`config.mk`:
```
export PLATFORM = sky130hd
export DESIGN_NAME = evt_counter_bank
export DESIGN_NICKNAME = d
export VERILOG_FILES = /design/src/rtl/evt_counter_bank.sv
export SDC_FILE = /design/constraint.sdc
export NUM_CORES = 1
export LEC_CHECK = 0
export BUFFER_PORTS_ARGS = -buffer_cell sky130_fd_sc_hd__buf_2
export CAP_MARGIN = 20
export CORE_ASPECT_RATIO = 0.75
export CORE_MARGIN = 2
export CORE_UTILIZATION = 40
export DETAILED_ROUTE_END_ITERATION = 8
export PLACE_DENSITY = 0.56
export SLEW_MARGIN = 10
export SYNTH_ARGS = -nofsm -noshare
export SYNTH_HDL_FRONTEND = slang
export SYNTH_SLANG_ARGS = --single-unit
```
`constraint.sdc`:
```
create_clock -name clk -period 2.48 [get_ports clk]
set_clock_uncertainty 0.05 [all_clocks]
set_input_delay 0.248 -clock clk [delete_from_list [all_inputs] [get_ports clk]]
set_output_delay 0.248 -clock clk [all_outputs]
set_load 0.01 [all_outputs]
```
`src/rtl/evt_counter_bank.sv`:
```
module evt_counter_bank #(
  parameter int NUM_CNT = 4,
  parameter int NUM_EVT = 16,
  parameter int AW      = 7,
  parameter int EVW     = 10
) (
  input  logic               clk,
  input  logic               rst_n,
  input  logic               reg_wr,
  input  logic [AW-1:0]      reg_addr,
  input  logic [31:0]        reg_wdata,
  output logic [31:0]        reg_rdata,
  input  logic [NUM_EVT-1:0] evt_in,
  output logic               irq
);

  localparam int SW        = 5;
  localparam int EIW       = (NUM_EVT > 1) ? $clog2(NUM_EVT) : 1;
  localparam int TYPE_BASE = 32;
  localparam int VAL_BASE  = 64;
  localparam logic [31:0] TYPE_MASK = 32'hC000_0000 | 32'((1 << EVW) - 1);

  localparam logic [AW-1:0] A_CTRL  = AW'(0);
  localparam logic [AW-1:0] A_ENSET = AW'(1);
  localparam logic [AW-1:0] A_ENCLR = AW'(2);
  localparam logic [AW-1:0] A_IESET = AW'(3);
  localparam logic [AW-1:0] A_IECLR = AW'(4);
  localparam logic [AW-1:0] A_OVF   = AW'(5);
  localparam logic [AW-1:0] A_SEL   = AW'(6);
  localparam logic [AW-1:0] A_ITYPE = AW'(7);
  localparam logic [AW-1:0] A_IVAL  = AW'(8);

  logic                       run_q;
  logic [NUM_CNT-1:0]         en_q, ie_q, ovf_q, ovf_set;
  logic [SW-1:0]              sel_q;
  logic [NUM_CNT-1:0][31:0]   cnt_q, typ_q;
  logic                       irq_q;

  wire wr_ctrl  = reg_wr && (reg_addr == A_CTRL);
  wire clr_cnt  = wr_ctrl && reg_wdata[1];
  wire [NUM_CNT-1:0] wmask = reg_wdata[NUM_CNT-1:0];

  always_ff @(posedge clk or negedge rst_n) begin
    if (!rst_n) begin
      run_q <= 1'b0;
      en_q  <= '0;
      ie_q  <= '0;
      ovf_q <= '0;
      sel_q <= '0;
      irq_q <= 1'b0;
    end else begin
      if (wr_ctrl) run_q <= reg_wdata[0];
      if (reg_wr && reg_addr == A_ENSET) en_q <= en_q | wmask;
      else if (reg_wr && reg_addr == A_ENCLR) en_q <= en_q & ~wmask;
      if (reg_wr && reg_addr == A_IESET) ie_q <= ie_q | wmask;
      else if (reg_wr && reg_addr == A_IECLR) ie_q <= ie_q & ~wmask;
      if (reg_wr && reg_addr == A_SEL) sel_q <= reg_wdata[SW-1:0];
      ovf_q <= (ovf_q & ~((reg_wr && reg_addr == A_OVF) ? wmask : '0)) | ovf_set;
      irq_q <= |(ovf_q & ie_q);
    end
  end

  assign irq = irq_q;

  for (genvar g = 0; g < NUM_CNT; g++) begin : g_cnt
    localparam logic [AW-1:0] A_T = AW'(TYPE_BASE + g);
    localparam logic [AW-1:0] A_V = AW'(VAL_BASE + g);
    wire           pick  = (sel_q == SW'(g));
    wire           wr_t  = reg_wr && (reg_addr == A_T || (reg_addr == A_ITYPE && pick));
    wire           wr_v  = reg_wr && (reg_addr == A_V || (reg_addr == A_IVAL && pick));
    wire [EVW-1:0] num   = typ_q[g][EVW-1:0];
    wire           ev_ok = (num < EVW'(NUM_EVT));
    wire           hit   = run_q && en_q[g] && ev_ok && evt_in[num[EIW-1:0]];

    assign ovf_set[g] = hit && !clr_cnt && !wr_v && (&cnt_q[g]);

    always_ff @(posedge clk or negedge rst_n) begin
      if (!rst_n) begin
        typ_q[g] <= '0;
        cnt_q[g] <= '0;
      end else begin
        if (wr_t) typ_q[g] <= reg_wdata & TYPE_MASK;
        if (clr_cnt)   cnt_q[g] <= '0;
        else if (wr_v) cnt_q[g] <= reg_wdata;
        else if (hit)  cnt_q[g] <= cnt_q[g] + 32'd1;
      end
    end
  end

  always_comb begin
    reg_rdata = '0;
    case (reg_addr)
      A_CTRL:           reg_rdata = {16'h0, 5'(NUM_CNT), 4'h0, 1'b1, 5'h0, run_q};
      A_ENSET, A_ENCLR: reg_rdata = 32'(en_q);
      A_IESET, A_IECLR: reg_rdata = 32'(ie_q);
      A_OVF:            reg_rdata = 32'(ovf_q);
      A_SEL:            reg_rdata = 32'(sel_q);
      default:          ;
    endcase
    for (int i = 0; i < NUM_CNT; i++) begin
      if (reg_addr == AW'(TYPE_BASE + i)) reg_rdata = typ_q[i];
      if (reg_addr == AW'(VAL_BASE + i))  reg_rdata = cnt_q[i];
      if (sel_q == SW'(i)) begin
        if (reg_addr == A_ITYPE) reg_rdata = typ_q[i];
        if (reg_addr == A_IVAL)  reg_rdata = cnt_q[i];
      end
    end
  end

  AST_ENSET_APPLIED: assert property (@(posedge clk) disable iff (!rst_n)
    (reg_wr && reg_addr == A_ENSET) |=> ((en_q & $past(wmask)) == $past(wmask)));
  AST_ENCLR_APPLIED: assert property (@(posedge clk) disable iff (!rst_n)
    (reg_wr && reg_addr == A_ENCLR) |=> ((en_q & $past(wmask)) == '0));
  AST_HALT_FREEZES: assert property (@(posedge clk) disable iff (!rst_n)
    (!run_q && !reg_wr) |=> $stable(cnt_q));
  AST_OVF_STICKY: assert property (@(posedge clk) disable iff (!rst_n)
    !(reg_wr && reg_addr == A_OVF) |=> ((ovf_q & $past(ovf_q)) == $past(ovf_q)));
  AST_RESET_WINS: assert property (@(posedge clk) disable iff (!rst_n)
    clr_cnt |=> (cnt_q == '0));
  AST_IRQ_RISE: assert property (@(posedge clk) disable iff (!rst_n)
    (|(ovf_q & ie_q)) |=> irq);
  AST_IRQ_FALL: assert property (@(posedge clk) disable iff (!rst_n)
    !(|(ovf_q & ie_q)) |=> !irq);

endmodule

```
==> results.toml, run 1 <==
[status]
status = "finished, violations left"
violations = "negative setup slack"

[sta]
fin_crit_ps = 3127
fin_setup_tns_ps = -26080
final-setup-viol-count = 94
rsz0062_at_grt = "yes"
drv_slew = 0
fmax_ghz = 0.3198
fin_ws_ps = -647.0
hold_viol_final = 0
period_share_pct = 126.1
tightest_slew_ps = 818.2
max-slew-margin-rel_pct = 45.45

[worst_setup_path]
rr_endpoint = "cnt_q[61]"
worst-path-buf-inv = 4
cp.required_ps = 2180
cp_cell_sequence = "buf_6 -> or4_4 -> buf_4 -> nor4_4 -> buf_4 -> a221oi_4 -> nor3_2 -> nor4bb_1 -> a21oi_1 -> buf_2"
crit_path_top_delay_cell = "or4_4"
path_max_fanout = 5
r2r_cells = 13
crit_type = "flip-flop to primary output"
cpMostUsedCell = "buf_4"
cp.arrival_ps = 2830
worst-r2r-setup-slack_ps = -300
critical-path-top-delay-family = "simple AND/OR/NAND/NOR gates"
reg2reg_from = "sel_q[4]"
critPathCaptureType = "primary output"
cp_slowest_stage_delay_ps = 480
critPathLaunchType = "flip-flop"

[cells_and_area]
syn_to_final_growth_pct = 42.72
multi_input_area_mm2 = 0.008940
final_cell_area_mm2 = 0.01874
final_net_count = 1859
num-fill-cells = 2888
drive_gt1_share_pct = 39.67
seq_area_mm2 = 0.004888
layout_commonest_cell = "buf_4"
final_cell_mix = "212 x buf_4, 188 x dfrtp_1, 127 x nand2_1, 119 x a21oi_1, 84 x o21ai_0"

[clocking]
clk_path_buf_depth = 2
htree_levels = 4
cts-buffers-inserted = 17
clock_latency_ps = 470
clkSinkCount = 195
root_buffer = "clkbuf_16"
clk_pin_slew_ps = 80
cts_tree = "done"

[synth]
ys_seq_area_share_pct = 37.16
netlist_area_mm2 = 0.01313
yosysWarnings = 0
async_flop_share_pct = 100.0
avgSynthCellArea_um2 = 8.759
synth-seq-cells = 195
ys.flop_type = "dfrtp_1"
syn_nets = 1561
synth_edf_count = 0
synthCells = 1499
yosys.cell_types.count = 75

[placement]
portBuffers = 90
placed_area_mm2 = 0.01599
gp_congestion = 1.031
dpl.hpwl_um = 44290
detailedPlace.worstSlack_ps = -463.9

[grt]
grt_pass1_vias = 13300
grt_pass1_wl_um = 89420
track_usage_pct = 35.95
grt_antenna_before_repair = 8
grt_remaining_overflow = 0
grt_max_degree = 67

[run]
maxCapViolations = 0

[hold_path]
hold_end = "cnt_q[20]"
min-delay-start = "reg_wdata[20]"
holdPathStages = 3
hp-class = "input pin to flip-flop"

[floorplanning]
start_util_pct = 40.55
rows = 57
die_y_um = 160.9
die_area_mm2 = 0.03431
dieWidth_um = 213.2
core_mm2 = 0.03238
io_pins = 91

[pwr]
p_leak_nw = 7.679
powerDensity_mw_per_mm2 = 532.0
max-vdd-ir-drop_v = 0.0003355
fin_total_pwr_mw = 9.969

[detailed_routing]
wl_um = 62440
drc = 0
num_vias = 14260
initialDrtViolationCount = 1728
wl_per_cell_um = 27.68
firstDrtPassIters = 7
ant_nets = 0
avgViaCountPerCell = 6.319
repair_timing:
action | 4_1_cts | 5_1_grt
gates resized for setup | 173 | 173
pin swaps | 88 | 34
buffers inserted | 20 | 10
endpoints found under the hold margin | 38 | 0
cloned | 12 | 8
hold buffers | 1 | 0
endpoints found under the setup margin | 144 | 185
worst reg2reg max path, cell delays in order, from the launching register on:
cell,delay (ps)
dfrtp_1,400
buf_6,120
or4_4,480
buf_4,180
nor4_4,200
nand2b_4,260
buf_16,160
buf_4,130
buf_8,120
nand2_8,110
buf_12,170
buf_16,130
nor2_2,110
a211oi_2,60
metal layers:
metal / routed length, um / global-route usage, %
met3: 7681 / 11.26
met4: 1424 / 8.586
met5: 36 / 0
met2: 25070 / 47.79
met1: 28230 / 55.56
power breakdown:
| part | leakage, nW | total (mW) | internal (mW) | switching (mW) |
|---|---|---|---|---|
| clock network | 0.289 | 2.98 | 1.46 | 1.52 |
| registers | 2.48 | 4.41 | 3.67 | 0.745 |
| logic | 4.91 | 2.58 | 1.21 | 1.37 |
| total | 7.68 | 9.97 | 6.34 | 3.63 |
registers in the layout (all words and copies together) (netlist names), named ones only:
register and flops:
cnt_q 128, g_cnt.num 40, typ_q 8, sel_q 5, ovf_q 4, irq 1
run_q 1
kinds of logic (layout without fill, tap and decap cells):
kind of cell / after synthesis / after routing / synth area share, %
AOI/OAI and AO/OA: 448 / 448 / 21.45
xor gates and xnor gates: 116 / 116 / 7.738
adders and majority gates: 4 / 4 / 0.3812
buffers and inverters: 141 / 449 / 4.488
DFF: 195 / 195 / 37.16
muxes: 76 / 76 / 7.890
other: 0 / 4 / 0
and+or+nand+nor: 519 / 522 / 20.89
how the worst max path moves through the flow:
stage | startpoint | cells after the start | end | slack (ps)
floorplan | sel_q[3] | 6 | reg_rdata[5] | 2
global placement | g_cnt[0].num[9] | 8 | cnt_q[20] | -570
finish | sel_q[4] | 10 | reg_rdata[9] | -650
CTS | sel_q[4] | 11 | reg_rdata[9] | -710
detailed placement | g_cnt[0].num[9] | 8 | cnt_q[20] | -460
global route | sel_q[1] | 10 | reg_rdata[30] | -730
synthesized netlist by cell type, drive strengths merged (9+ instances only):
library cell	instances	share of area [%]
nor2	97	2.8
xnor2	74	4.9
clkbuf	77	2.2
mux2i	9	0.69
nand2b	9	0.43
a211oi	46	2.6
nor4	45	2.5
nand2	136	3.9
a22o	9	0.60
nand4	36	1.7
mux2	50	4.3
dfrtp	195	37
nor3	43	1.7
buf	35	1.5
a21oi	133	5.1
a22oi	45	2.6
o21ai	119	4.6
inv	29	0.83
nand3	54	2.1
o22ai	13	0.62
or3	9	0.47
mux4	17	2.9
xor2	42	2.8
and3	14	0.67
o211ai	14	0.80
nor4b	12	0.80
layout make-up:
| class | instances | area share (%) |
|---|---|---|
| clock buffers | 17 | 2.270 |
| inverters | 29 | 0.5809 |
| clock inverters | 15 | 0.9815 |
| well taps | 442 | 2.951 |
| multi-input cells | 1166 | 47.71 |
| diodes | 4 | 0.05342 |
| flip-flops and latches | 195 | 26.09 |
| repair buffers | 388 | 19.37 |
metrics by stage:
step                      cells  util [%]  hold slack (ps)
after floorplan            1499         -           -97.59
after global placement     2174     49.38            183.0
after detailed placement   2174     49.38            180.6
after CTS                  2237     54.93            25.04
after global routing       2252     57.84            65.03
final                      2256     57.88            56.71
(Power assumes the default switching activity.)
==> run 2: changes to the inputs <==
--- a/config.mk
+++ b/config.mk
@@ -11,6 +11,7 @@
 export CORE_MARGIN = 2
 export CORE_UTILIZATION = 40
 export DETAILED_ROUTE_END_ITERATION = 8
+export GPL_TIMING_DRIVEN = 0
 export PLACE_DENSITY = 0.56
 export SLEW_MARGIN = 10
 export SYNTH_ARGS = -nofsm -noshare
==> run 2 against run 1 <==
The flow still finishes with violations (negative setup slack); clock-buffer cell count increased by 2; register-to-register slack got worse by 30 ps; maximum frequency decreased by 1.9%; via count decreased by 0.59%; critical endpoint is now reg_rdata[3]; largest cell class unchanged.
==> results.toml, run 2 (synthesis gave the netlist of run 1 again) <==
[status]
status = "finished, violations left"
violations = "negative setup slack"

[sta]
fin_crit_ps = 3189
tightest_slew_ps = 1185
final-setup-viol-count = 99
hold_viol_final = 0
max-slew-margin-rel_pct = 20.97
fin_setup_tns_ps = -28800
timing.hold.ws_ps = 76.00
fmax_ghz = 0.3136
fin_ws_ps = -709.0
period_share_pct = 128.6
drv_slew = 0
rsz0062_at_grt = "yes"

[worst_setup_path]
worst-r2r-setup-slack_ps = -330
crit_path_top_delay_cell = "or4_4"
path_max_fanout = 4
cp_slowest_stage_delay_ps = 580
cp.arrival_ps = 2890
critPathLaunchType = "flip-flop"
cp.required_ps = 2180
critPathCaptureType = "primary output"
crit_type = "flip-flop to primary output"
cp_cell_sequence = "or4_4 -> buf_4 -> nor2_4 -> a21boi_4 -> o21bai_4 -> a221oi_4 -> o2111ai_2 -> buf_2"

[detailed_routing]
avgViaCountPerCell = 6.616
wl_per_cell_um = 29.99
initialDrtViolationCount = 1771
ant_nets = 0
num_vias = 14170
wl_um = 64230
firstDrtPassIters = 6
drc = 0

[floorplanning]
start_util_pct = 40.55
io_pins = 91
core_mm2 = 0.03238
die_area_mm2 = 0.03431
rows = 57
dieWidth_um = 213.2
die_y_um = 160.9

[cells_and_area]
antenna_cells = 0
final_cell_mix = "185 x dfrtp_1, 126 x nand2_1, 110 x a21oi_1, 91 x buf_2, 81 x o21ai_0"
drive_gt1_share_pct = 33.94
final_net_count = 1749
largest_reg_flops = 128
final_cell_area_mm2 = 0.01753
syn_to_final_growth_pct = 33.48
layout_commonest_cell = "dfrtp_1"
top_register = "cnt_q"

[clocking]
root_buffer = "clkbuf_16"
clk_pin_slew_ps = 80
cts-buffers-inserted = 17
clkSinkCount = 195
htree_levels = 4
cts_tree = "done"
clk_path_buf_depth = 2
clock_latency_ps = 470

[grt]
grt_pass1_wl_um = 91450
grt_remaining_overflow = 0
grt_pass1_vias = 12940
grt_max_degree = 103
grt_antenna_before_repair = 2
track_usage_pct = 37.27

[run]
maxCapViolations = 0

[pwr]
powerDensity_mw_per_mm2 = 559.9
max-vdd-ir-drop_v = 0.0004843
p_leak_nw = 6.851

[placement]
dpl.hpwl_um = 45800
gp_congestion = 0.9978
detailedPlace.worstSlack_ps = -1388
portBuffers = 88
placed_area_mm2 = 0.01418

[hold_path]
hp-class = "input pin to flip-flop"
run 2: report_power, final:
group          leakage, nW  internal [mW]  total [mW]  switching [mW]
clock                0.303           1.66        3.09            1.42
combinational         4.07          0.978        2.09            1.12
sequential            2.48           3.67        4.63           0.963
total                 6.85           6.31        9.81            3.50
run 2: final cells by class:
cell class / count / area (um2)
buffer: 101 / 827.0
clock inverter: 13 / 170.2
fill: 2999 / 14850
multi-input combinational: 1163 / 8959
tap: 442 / 553.0
inverter: 29 / 112.6
sequential: 195 / 4892
timing repair buffer: 180 / 1559
clock buffer: 19 / 452.9
run 2: routing by layer:
metal | vias up | GRT usage (%) | part of all wire (%)
met5 | - | 0 | 0.030
met4 | 4 | 8.049 | 2.0
met3 | 90 | 17.58 | 15
met2 | 940 | 48.93 | 40
met1 | 7144 | 54.73 | 43
li1 | 5994 | - | -
run 2: final timing paths:
path | startpoint | depth (start not counted) | endpoint
max in group asynchronous | rst_n | 3 | cnt_q[110]
hold reg to reg | typ_q[31] | 1 | typ_q[31]
setup / recovery | sel_q[2] | 8 | reg_rdata[3]
hold / removal | reg_wdata[20] | 3 | cnt_q[20]
min in group asynchronous | rst_n | 2 | async pin
setup reg to reg | sel_q[2] | 14 | cnt_q[34]
run 2: per-stage QoR:
stage | power, mW | utilization, % | std cells
finish | 9.813 | 54.13 | 2142
global route | 10.14 | 54.13 | 2142
CTS | 9.542 | 51.00 | 2116
detailed placement | 6.241 | 43.79 | 2031
global placement | 6.209 | 43.64 | 2029
floorplan | 5.326 | - | 1499
run 2: worst max-delay path: cells and delay by family (launching register included):
family                 cells  cell delay (ps)
flip-flops                 1              430
buffers and inverters      2              360
AND/OR/NAND/NOR            2              740
AO/OA/AOI/OAI              4              920
run 2: what timing repair did:
| item | 4_1_cts | 5_1_grt |
|---|---|---|
| cloned | 8 | 7 |
| setup buffers | 50 | 26 |
| hold endpoints to repair | 93 | 0 |
| hold buffers | 1 | 0 |
| resized for setup | 310 | 221 |
| pin swaps | 62 | 62 |
| setup endpoints to repair | 212 | 196 |
